<file path="src/rtl/bpu_pkg.sv">
package bpu_pkg;
  localparam int LANES     = 4;
  localparam int SRC_BYTES = 2 * LANES;
  localparam int IDX_W     = $clog2(SRC_BYTES);
  localparam int NIB_W     = IDX_W + 1;
  localparam int SEL_W     = LANES * NIB_W;
  localparam int KEY_W     = 2;

  typedef enum logic [2:0] {
    MODE_GENERIC = 3'd0,
    MODE_FWD     = 3'd1,
    MODE_BWD     = 3'd2,
    MODE_REP8    = 3'd3,
    MODE_CLAMP_L = 3'd4,
    MODE_CLAMP_R = 3'd5,
    MODE_REP16   = 3'd6,
    MODE_RSVD    = 3'd7
  } perm_mode_e;

  typedef struct packed {
    logic             sext;
    logic [IDX_W-1:0] src;
  } lane_sel_t;
endpackage

</file>
<file path="src/rtl/bpu_pool.sv">
module bpu_pool
  import bpu_pkg::*;
#(
  parameter int BYTE_W = 8,
  localparam int WORD_W = LANES * BYTE_W
) (
  input  logic [WORD_W-1:0]   lo,
  input  logic [WORD_W-1:0]   hi,
  input  perm_mode_e          mode,
  output logic [2*WORD_W-1:0] pool
);
  logic lo_only;

  always_comb begin
    lo_only = (mode == MODE_REP8) || (mode == MODE_CLAMP_L) ||
              (mode == MODE_CLAMP_R) || (mode == MODE_REP16);
    pool = {(lo_only ? {WORD_W{1'b0}} : hi), lo};
  end
endmodule

</file>
<file path="src/rtl/bpu_sel_gen.sv">
module bpu_sel_gen
  import bpu_pkg::*;
(
  input  perm_mode_e            mode,
  input  logic [SEL_W-1:0]      selector,
  output lane_sel_t [LANES-1:0] lane_sel,
  output logic                  force_zero
);
  logic [IDX_W-1:0] key;

  assign key        = IDX_W'(selector[KEY_W-1:0]);
  assign force_zero = (mode == MODE_RSVD);

  for (genvar l = 0; l < LANES; l++) begin : g_lane
    localparam logic [IDX_W-1:0] LANE_IDX = IDX_W'(l);

    always_comb begin
      lane_sel[l] = '0;
      unique case (mode)
        MODE_GENERIC: lane_sel[l] = lane_sel_t'(selector[l*NIB_W +: NIB_W]);
        MODE_FWD:     lane_sel[l].src = key + LANE_IDX;
        MODE_BWD:     lane_sel[l].src = key - LANE_IDX;
        MODE_REP8:    lane_sel[l].src = key;
        MODE_CLAMP_L: lane_sel[l].src = (LANE_IDX > key) ? LANE_IDX : key;
        MODE_CLAMP_R: lane_sel[l].src = (LANE_IDX < key) ? LANE_IDX : key;
        MODE_REP16:   lane_sel[l].src = {{(IDX_W-2){1'b0}}, key[0], LANE_IDX[0]};
        default:      lane_sel[l] = '0;
      endcase
    end
  end
endmodule

</file>
<file path="src/rtl/bpu_lane_mux.sv">
module bpu_lane_mux
  import bpu_pkg::*;
#(
  parameter int BYTE_W = 8,
  localparam int POOL_W = SRC_BYTES * BYTE_W
) (
  input  logic [POOL_W-1:0] pool,
  input  lane_sel_t         sel,
  output logic [BYTE_W-1:0] lane_byte
);
  logic [BYTE_W-1:0] picked;

  always_comb begin
    picked    = pool[sel.src*BYTE_W +: BYTE_W];
    lane_byte = sel.sext ? {BYTE_W{picked[BYTE_W-1]}} : picked;
  end
endmodule

</file>
<file path="src/rtl/byte_permute_unit.sv">
module byte_permute_unit
  import bpu_pkg::*;
#(
  parameter int BYTE_W = 8,
  localparam int WORD_W = LANES * BYTE_W
) (
  input  logic              clk,
  input  logic              rst_n,
  input  logic              in_valid,
  output logic              in_ready,
  input  logic [WORD_W-1:0] lo,
  input  logic [WORD_W-1:0] hi,
  input  logic [SEL_W-1:0]  selector,
  input  logic [2:0]        mode,
  output logic              out_valid,
  input  logic              out_ready,
  output logic [WORD_W-1:0] result
);
  perm_mode_e            mode_e;
  logic [2*WORD_W-1:0]   pool;
  lane_sel_t [LANES-1:0] lane_sel;
  logic                  force_zero;
  logic [WORD_W-1:0]     lanes_word;
  logic [WORD_W-1:0]     perm_word;
  logic                  accept;
  logic                  valid_d, valid_q;
  logic [WORD_W-1:0]     data_q;

  assign mode_e = perm_mode_e'(mode);

  bpu_pool #(.BYTE_W(BYTE_W)) u_pool (
    .lo   (lo),
    .hi   (hi),
    .mode (mode_e),
    .pool (pool)
  );

  bpu_sel_gen u_sel (
    .mode       (mode_e),
    .selector   (selector),
    .lane_sel   (lane_sel),
    .force_zero (force_zero)
  );

  for (genvar l = 0; l < LANES; l++) begin : g_mux
    bpu_lane_mux #(.BYTE_W(BYTE_W)) u_mux (
      .pool      (pool),
      .sel       (lane_sel[l]),
      .lane_byte (lanes_word[l*BYTE_W +: BYTE_W])
    );
  end

  assign perm_word = force_zero ? '0 : lanes_word;

  // handshake: one-entry output stage
  assign in_ready = !valid_q || out_ready;
  assign accept   = in_valid && in_ready;

  always_comb begin
    valid_d = valid_q;
    if (accept) begin
      valid_d = 1'b1;
    end else if (out_ready) begin
      valid_d = 1'b0;
    end
  end

  always_ff @(posedge clk or negedge rst_n) begin
    if (!rst_n) begin
      valid_q <= 1'b0;
    end else begin
      valid_q <= valid_d;
    end
  end

  always_ff @(posedge clk) begin
    if (accept) begin
      data_q <= perm_word;
    end
  end

  assign out_valid = valid_q;
  assign result    = data_q;
endmodule

</file>
<file path="config.mk">
export PLATFORM = sky130hd
export DESIGN_NAME = byte_permute_unit
export DESIGN_NICKNAME = d
export VERILOG_FILES = /design/src/rtl/bpu_pkg.sv /design/src/rtl/bpu_pool.sv /design/src/rtl/bpu_sel_gen.sv /design/src/rtl/bpu_lane_mux.sv /design/src/rtl/byte_permute_unit.sv
export SDC_FILE = /design/constraint.sdc
export NUM_CORES = 1
export LEC_CHECK = 0
export BUFFER_PORTS_ARGS = -buffer_cell sky130_fd_sc_hd__buf_2
export CAP_MARGIN = 30
export CORE_MARGIN = 10
export CORE_UTILIZATION = 57
export CTS_BUF_LIST = sky130_fd_sc_hd__clkbuf_16
export CTS_CLUSTER_SIZE = 30
export DETAILED_ROUTE_END_ITERATION = 7
export GPL_TIMING_DRIVEN = 0
export PLACE_DENSITY_LB_ADDON = 0.05
export SLEW_MARGIN = 20
export SYNTH_ARGS = -nofsm -noshare
export SYNTH_HDL_FRONTEND = slang
export SYNTH_SLANG_ARGS = --single-unit
</file>
<file path="constraint.sdc">
create_clock -name clk -period 2.47 [get_ports clk]
set_input_delay 0 -clock clk [delete_from_list [all_inputs] [get_ports clk]]
set_output_delay 0 -clock clk [all_outputs]
set_load 0.02 [all_outputs]
</file>
# [Yosys cells after proc, flatten, opt, wreduce, memory -nomap -nowiden]
# Index checks and enable logic that the tools add are counted.
[totals] reg_bits=33 input_bits=87 out_inout_bits=34 wordCells=59
[op_classes] add_sub_neg=6 n_lt_le_gt_ge=8 n_eq_ne=7 n_shift=4 muxes=23 n_reduce_logical=9
[ops] cell="64-bit by 7-bit indexed part select with 8-bit output" count=4
[ops] cell="3-bit one-hot mux with 7 select lines" count=3
[ops] cell="32-bit two-way mux" count=1
[ops] cell="7-bit two-way mux" count=4
[ops] cell="2-bit two-way mux" count=8
[ops] cell="3-bit one-hot mux with 5 select lines" count=1
[ops] cell="3-bit equality test, second input constant" count=4
[ops] cell="2-bit by 2-bit adder with 3-bit output, second input constant" count=2
[ops] cell="3-bit by 2-bit equality test with 1-bit output, second input constant" count=2
[ops] cell="1-bit two-way mux" count=6
[ops] cell="2-bit by 2-bit subtractor with 3-bit output, second input constant" count=2
[ops] cell="1-bit by 2-bit > comparator with 1-bit output, first input constant" count=2
[ops] cell="2-bit > comparator, first input constant" count=2
[ops] cell="1-bit logical OR" count=4
[ops] cell="1-bit by 2-bit < comparator with 1-bit output, first input constant" count=2
[ops] cell="2-bit < comparator, first input constant" count=2
[ops] cell="2-bit by 1-bit adder with 3-bit output, second input constant" count=1
[ops] cell="3-bit by 1-bit equality test with 1-bit output, second input constant" count=1
[ops] cell="3-bit zero test" count=1
[ops] cell="3-bit OR reduction" count=1
[ops] cell="2-bit by 1-bit subtractor with 3-bit output, second input constant" count=1
[ops] cell="2-bit nonzero test" count=1
[ops] cell="1-bit logical AND" count=1
[ops] cell="1-bit zero test" count=1

# [Depth between registers and ports, before layout]
[depth] ltp_word=7 ltp_mapped=12 depth_no_buf=9

# [Modules after synthesis]
# From an unflattened synthesis, not the netlist that was laid out.
[unflattened] hier_cells=559 hier_area_um2=5345.1
[by_module_without_submodules] mod="bpu_lane_mux" instances=4 cells_each=62 area_per_inst_um2=635.6 seq_area_each_um2=0.0
[by_module_without_submodules] mod="byte_permute_unit" instances=1 cells_each=71 area_per_inst_um2=1227.4 seq_area_each_um2=985.9
[by_module_without_submodules] mod="bpu_pool" instances=1 cells_each=147 area_per_inst_um2=969.7 seq_area_each_um2=0.0
[by_module_without_submodules] mod="bpu_sel_gen" instances=1 cells_each=93 area_per_inst_um2=605.6 seq_area_each_um2=0.0

# [Least setup slack after synthesis]
# OpenSTA, ideal clock, no wires.
[synth_path] kind="input -> register" from="input selector[0]" to="register data_q[12], in the netlist result[12] (data pin)" setup_time_ps=261 arrival_time_ps=2191 required_time_ps=2209 setup_slack_ps=18 stages=9 path_buffers=2 cell_sequence="buf_2 > inv_1 > ha_1 > nor2b_1 > a32oi_1 > o22ai_2 > buf_6 > mux4_2 > a221o_1"
[synth_between] elab_chain_len=5 word_cells_on_any_way=9 classes_between="add/sub: 2; order compare: 2; shift: 1; mux: 4"
[synth_lines] item="start, declared" line="byte_permute_unit.sv:13" source="input logic [SEL_W-1:0] selector,"
[synth_lines] item="1-bit by 2-bit < comparator with 1-bit output or 1-bit by 2-bit > comparator with 1-bit output (tied branches)" line="bpu_sel_gen.sv:25, bpu_sel_gen.sv:24"
[synth_lines] item="2-bit two-way mux (on tied branches)" line="bpu_sel_gen.sv:25, bpu_sel_gen.sv:24"
[synth_lines] item="3-bit one-hot mux with 7 select lines *" line="bpu_sel_gen.sv:19" source="unique case (mode)"
[synth_lines] item="64-bit by 7-bit indexed part select with 8-bit output *" line="bpu_lane_mux.sv:14" source="picked = pool[sel.src*BYTE_W +: BYTE_W];"
[synth_lines] item="7-bit two-way mux *" line="bpu_lane_mux.sv:15" source="lane_byte = sel.sext ? {BYTE_W{picked[BYTE_W-1]}} : picked;"
[synth_lines] item="end signal, assigned" line="byte_permute_unit.sv:78" source="data_q <= perm_word;"
[synth_lines] item="end, declared" line="byte_permute_unit.sv:27" source="logic [WORD_W-1:0] data_q;"
# Mark *: on every way between the ends. The rest lies on a longest branch, timed or not.
# A chain may end at the register's enable or synchronous reset.

# [Worst setup path after layout]
[layout_path] from="input mode[1]" to="register data_q[29], in the netlist result[29] (data pin)"
[layout_between] elab_chain_len=7 word_cells_on_any_way=16 classes_between="eq/ne: 7; shift: 1; mux: 4; reduce/logical: 4"
[layout_lines] item="start, declared" line="byte_permute_unit.sv:14" source="input logic [2:0] mode,"
[layout_lines] item="3-bit by 2-bit equality test with 1-bit output or 3-bit equality test (tied branches)" line="bpu_pool.sv:15, bpu_sel_gen.sv:19"
[layout_lines] item="1-bit logical OR (2 in series)" line="bpu_pool.sv:15" source="lo_only = (mode == MODE_REP8) || (mode == MODE_CLAMP_L) ||"
[layout_lines] item="1-bit logical OR" line="bpu_pool.sv:16" source="(mode == MODE_CLAMP_R) || (mode == MODE_REP16);"
[layout_lines] item="32-bit two-way mux" line="bpu_pool.sv:17" source="pool = {(lo_only ? {WORD_W{1'b0}} : hi), lo};"
[layout_lines] item="64-bit by 7-bit indexed part select with 8-bit output" line="bpu_lane_mux.sv:14"
[layout_lines] item="7-bit two-way mux" line="bpu_lane_mux.sv:15"
# Parallel ways exist; a longest one is shown, timed or not.

==> impl_results.md <==
* Vias post-DR at 4020
* Final period util at 98.6%
* HP Class: in -> async
* Io pins at roughly 120
* Clk buf depth at 2
* CP startpoint kind: primary input
* First-pass GRT wire length at a little over 20000 um
* Row count at 30
* H-tree Lvls at 2
* Post-DP Area at 4640 sq um
* RSZ-0062 raised after global routing: true
* Layout area overhead at 27.6%
* Sequential share of the synthesized area at 25.0%
* Root buf cell: clkbuf_16
* CTS tree: yes
* Met3 WL at 1830 um
* First-pass detailed-route iteration total at 5
* Syn nets at 459
* Slew Viols, Final at 0
* Antenna Cells at 0
* Die area at 10600 sq um
* Max_slew headroom at 53.5%
* Worst-Skew Late Latency at 270 ps
* Detailed Route WL at between 10000 and 15000 um
* Cell area after technology mapping at 3940 sq um
* Synthesized flop and latch total at 33
* Syn Inst Count at 366
* Leak pwr at 0.00215 uW
* Critical Path AT at 2440 ps
* Max FO, Critical Path at 10
* Number of nets with antenna violations after routing at 0
* Reg clk slew, reported paths at 50 ps
* Clock sink count at 33
* Largest net degree at the start of global routing at 33
* Post-detail-place hpwl at 10500 um
* DIE HEIGHT at 103 um
* Post-Syn Area per Cell at 10.8 sq um
* Outcome: finished, final reports clean
* Top layer in use: met4
* FFs w/ async S/R, synth at between 3 and 4%
* EDFF count, synth at 32
* Synth area leader: edfxtp_1
* GRT Util Overall at 25.0%
* Die W at between 100 and 150 um
* MaxCap Viol Count at 0
* Post-synth top area share at 24.4%
* GRT overflow at 0
* Vias in the first global route at roughly 3.8k
* Critical path required time at 2470 ps
* Initial Util at 58.3%
* Final instance area at between 5000 and 6000 sq um
* Hold Fails Final Rpt at 0
* Clock skew at 6.53 ps
* IO Port Bufs at roughly 120
* Fmax at 411 MHz
* YS warnings at 0
* Core box area at 6760 sq um
* Final min period at 2430 ps
* Routed WL per cell at roughly 23 um
* Dpl ws at -650 ps
* CP startpoint: mode[1]
* Synth top area cells: edfxtp_1, mux2i_1, mux4_2
* Worst Reg2Reg Path Length in Cells at 2
* Power Density at 485 nW/um^2
* RR Endpoint: result[29]
* Share of cells above drive strength 1 at 42.3%
* # fillers at between 500 and 600
* Worst slew pin tran at 698 ps
* Total CTS buffers at 5
* Initial antenna violation count at 0
* Synth Flop Type: edfxtp_1
* Vias per cell at 6.86
* Synth cell types at 60
* Final worst setup slack at 35.8 ps
* Layout net count at 598
* DRC at 0
* Setup violation total in the final timing report at 0
* Peak VDD IR at 264 uV
* Iteration-0 DRC count of the detailed router at about 460
* Crit path kind: in -> reg
* Gpl congestion at 0.996
* Setup crit end kind: flip-flop
* M1 WL at 5740 um
* Met2 wire length at around 6000 um
* R2r startpoint: out_valid
* Overall power at roughly 2400 uW
* FF-to-FF setup slack at 990 ps
==> logic make-up after synthesis <==
group | count (synthesis) | synth area share (%)
AOI/OAI and AO/OA | 96 | 19.2
muxes | 107 | 36.6
buffers and inverters | 34 | 4.54
and+or+nand+nor | 89 | 12.4
adders and majority gates | 6 | 1.90
xor gates and xnor gates | 1 | 0.222
DFF | 33 | 25.0
==> registers in the layout, summed over array words and instances, names as in the netlist <==
signal	flops
out_valid	1
result	32
==> layout by cell type (no fill, tap or decap), types with 3 or more instances in the layout <==
| cell type | netlist | final |
|---|---|---|
| a21oi_1 | 13 | 11 |
| a221o_1 | 13 | 13 |
| a22oi_1 | 8 | 8 |
| and3_1 | 6 | 6 |
| buf_2 | 14 | 128 |
| buf_4 | 5 | 14 |
| buf_6 | 2 | 5 |
| clkbuf_1 | 6 | 6 |
| clkbuf_16 | 0 | 5 |
| edfxtp_1 | 32 | 32 |
| ha_1 | 6 | 4 |
| inv_1 | 6 | 6 |
| mux2_2 | 5 | 5 |
| mux2i_1 | 72 | 71 |
| mux4_2 | 29 | 29 |
| nand2_1 | 18 | 18 |
| nand2b_1 | 9 | 9 |
| nand3_1 | 8 | 7 |
| nand3b_1 | 3 | 3 |
| nor2_1 | 11 | 9 |
| nor2b_1 | 13 | 13 |
| o211ai_1 | 9 | 9 |
| o21ai_0 | 3 | 3 |
| o21bai_1 | 3 | 3 |
| o22ai_1 | 21 | 21 |
| or3_1 | 7 | 7 |
==> layer usage <==
| layer | GRT usage (%) | vias up |
|---|---|---|
| li1 | - | 1776 |
| met1 | 36.7 | 1899 |
| met2 | 36.1 | 319 |
| met3 | 5.09 | 26 |
| met4 | 7.17 | 0 |
| met5 | 0 | - |
==> synthesized netlist by cell type (2+ instances only) <==
master,instances
mux2i_1,72
edfxtp_1,32
mux4_2,29
o22ai_1,21
nand2_1,18
buf_2,14
a21oi_1,13
a221o_1,13
nor2b_1,13
nor2_1,11
nand2b_1,9
o211ai_1,9
a22oi_1,8
nand3_1,8
or3_1,7
and3_1,6
clkbuf_1,6
ha_1,6
inv_1,6
buf_4,5
mux2_2,5
and2_1,3
nand3b_1,3
o21ai_0,3
o21ai_1,3
o21bai_1,3
a32oi_1,2
and4b_1,2
buf_6,2
o2111ai_1,2
o31ai_1,2
or2_1,2
==> power breakdown <==
part / total (uW) / switching (uW) / internal (uW) / leakage [uW]
registers: 713 / 12.2 / 700 / 0.000320
logic: 1150 / 635 / 514 / 0.00176
clock network: 574 / 209 / 365 / 0.0000748
total: 2440 / 857 / 1580 / 0.00215
==> area by class of cell <==
| class | count | area, sq um | share of cell area, % |
|---|---|---|---|
| Multi-Input combinational cell | 299 | 2880 | 57.2 |
| Clock inverter | 3 | 13.8 | 0.274 |
| Timing Repair Buffer | 132 | 721 | 14.3 |
| Buffer | 28 | 178 | 3.53 |
| Sequential cell | 33 | 986 | 19.6 |
| Inverter | 6 | 26.3 | 0.523 |
| Tap cell | 80 | 100 | 1.99 |
| Clock buffer | 5 | 125 | 2.49 |
==> worst max-delay path by stage <==
stage,slack [ps],cells after the start,end
final,40,10,result[29]
after global routing,-40,10,result[30]
after CTS,10,10,result[6]
after detailed placement,-650,11,result[29]
after global placement,-700,11,result[30]
after floorplan,20,9,result[12]
==> critical path, cell delays in order <==
cell      delay (ps)
buf_2            130
buf_4            180
nand3b_1         260
a21oi_1          210
a41o_1           250
nor2_2           390
buf_4            310
mux2i_1          220
o22ai_1          100
or3_1            390
==> stage by stage <==
stage | utilization, % | setup TNS [ps] | instances | hold slack, ps
2_1_floorplan | - | 0 | 366 | -296
4_1_cts | 72.9 | 0 | 584 | 24.9
5_1_grt | 74.4 | -144 | 586 | 57.6
3_5_place_dp | 68.6 | -11680 | 565 | -224
3_3_place_gp | 68.6 | -11660 | 565 | -225
6_report | 74.4 | 0 | 586 | 41.3
==> timing repair <==
item / 4_1_cts / 5_1_grt
setup endpoints to repair: 21 / 28
endpoints found under the hold margin: 2 / 0
hold buffers: 2 / 0
resized for setup: 10 / 18
pin swaps: 5 / 4
buffers inserted: 9 / 2
(Power assumes the default switching activity.)
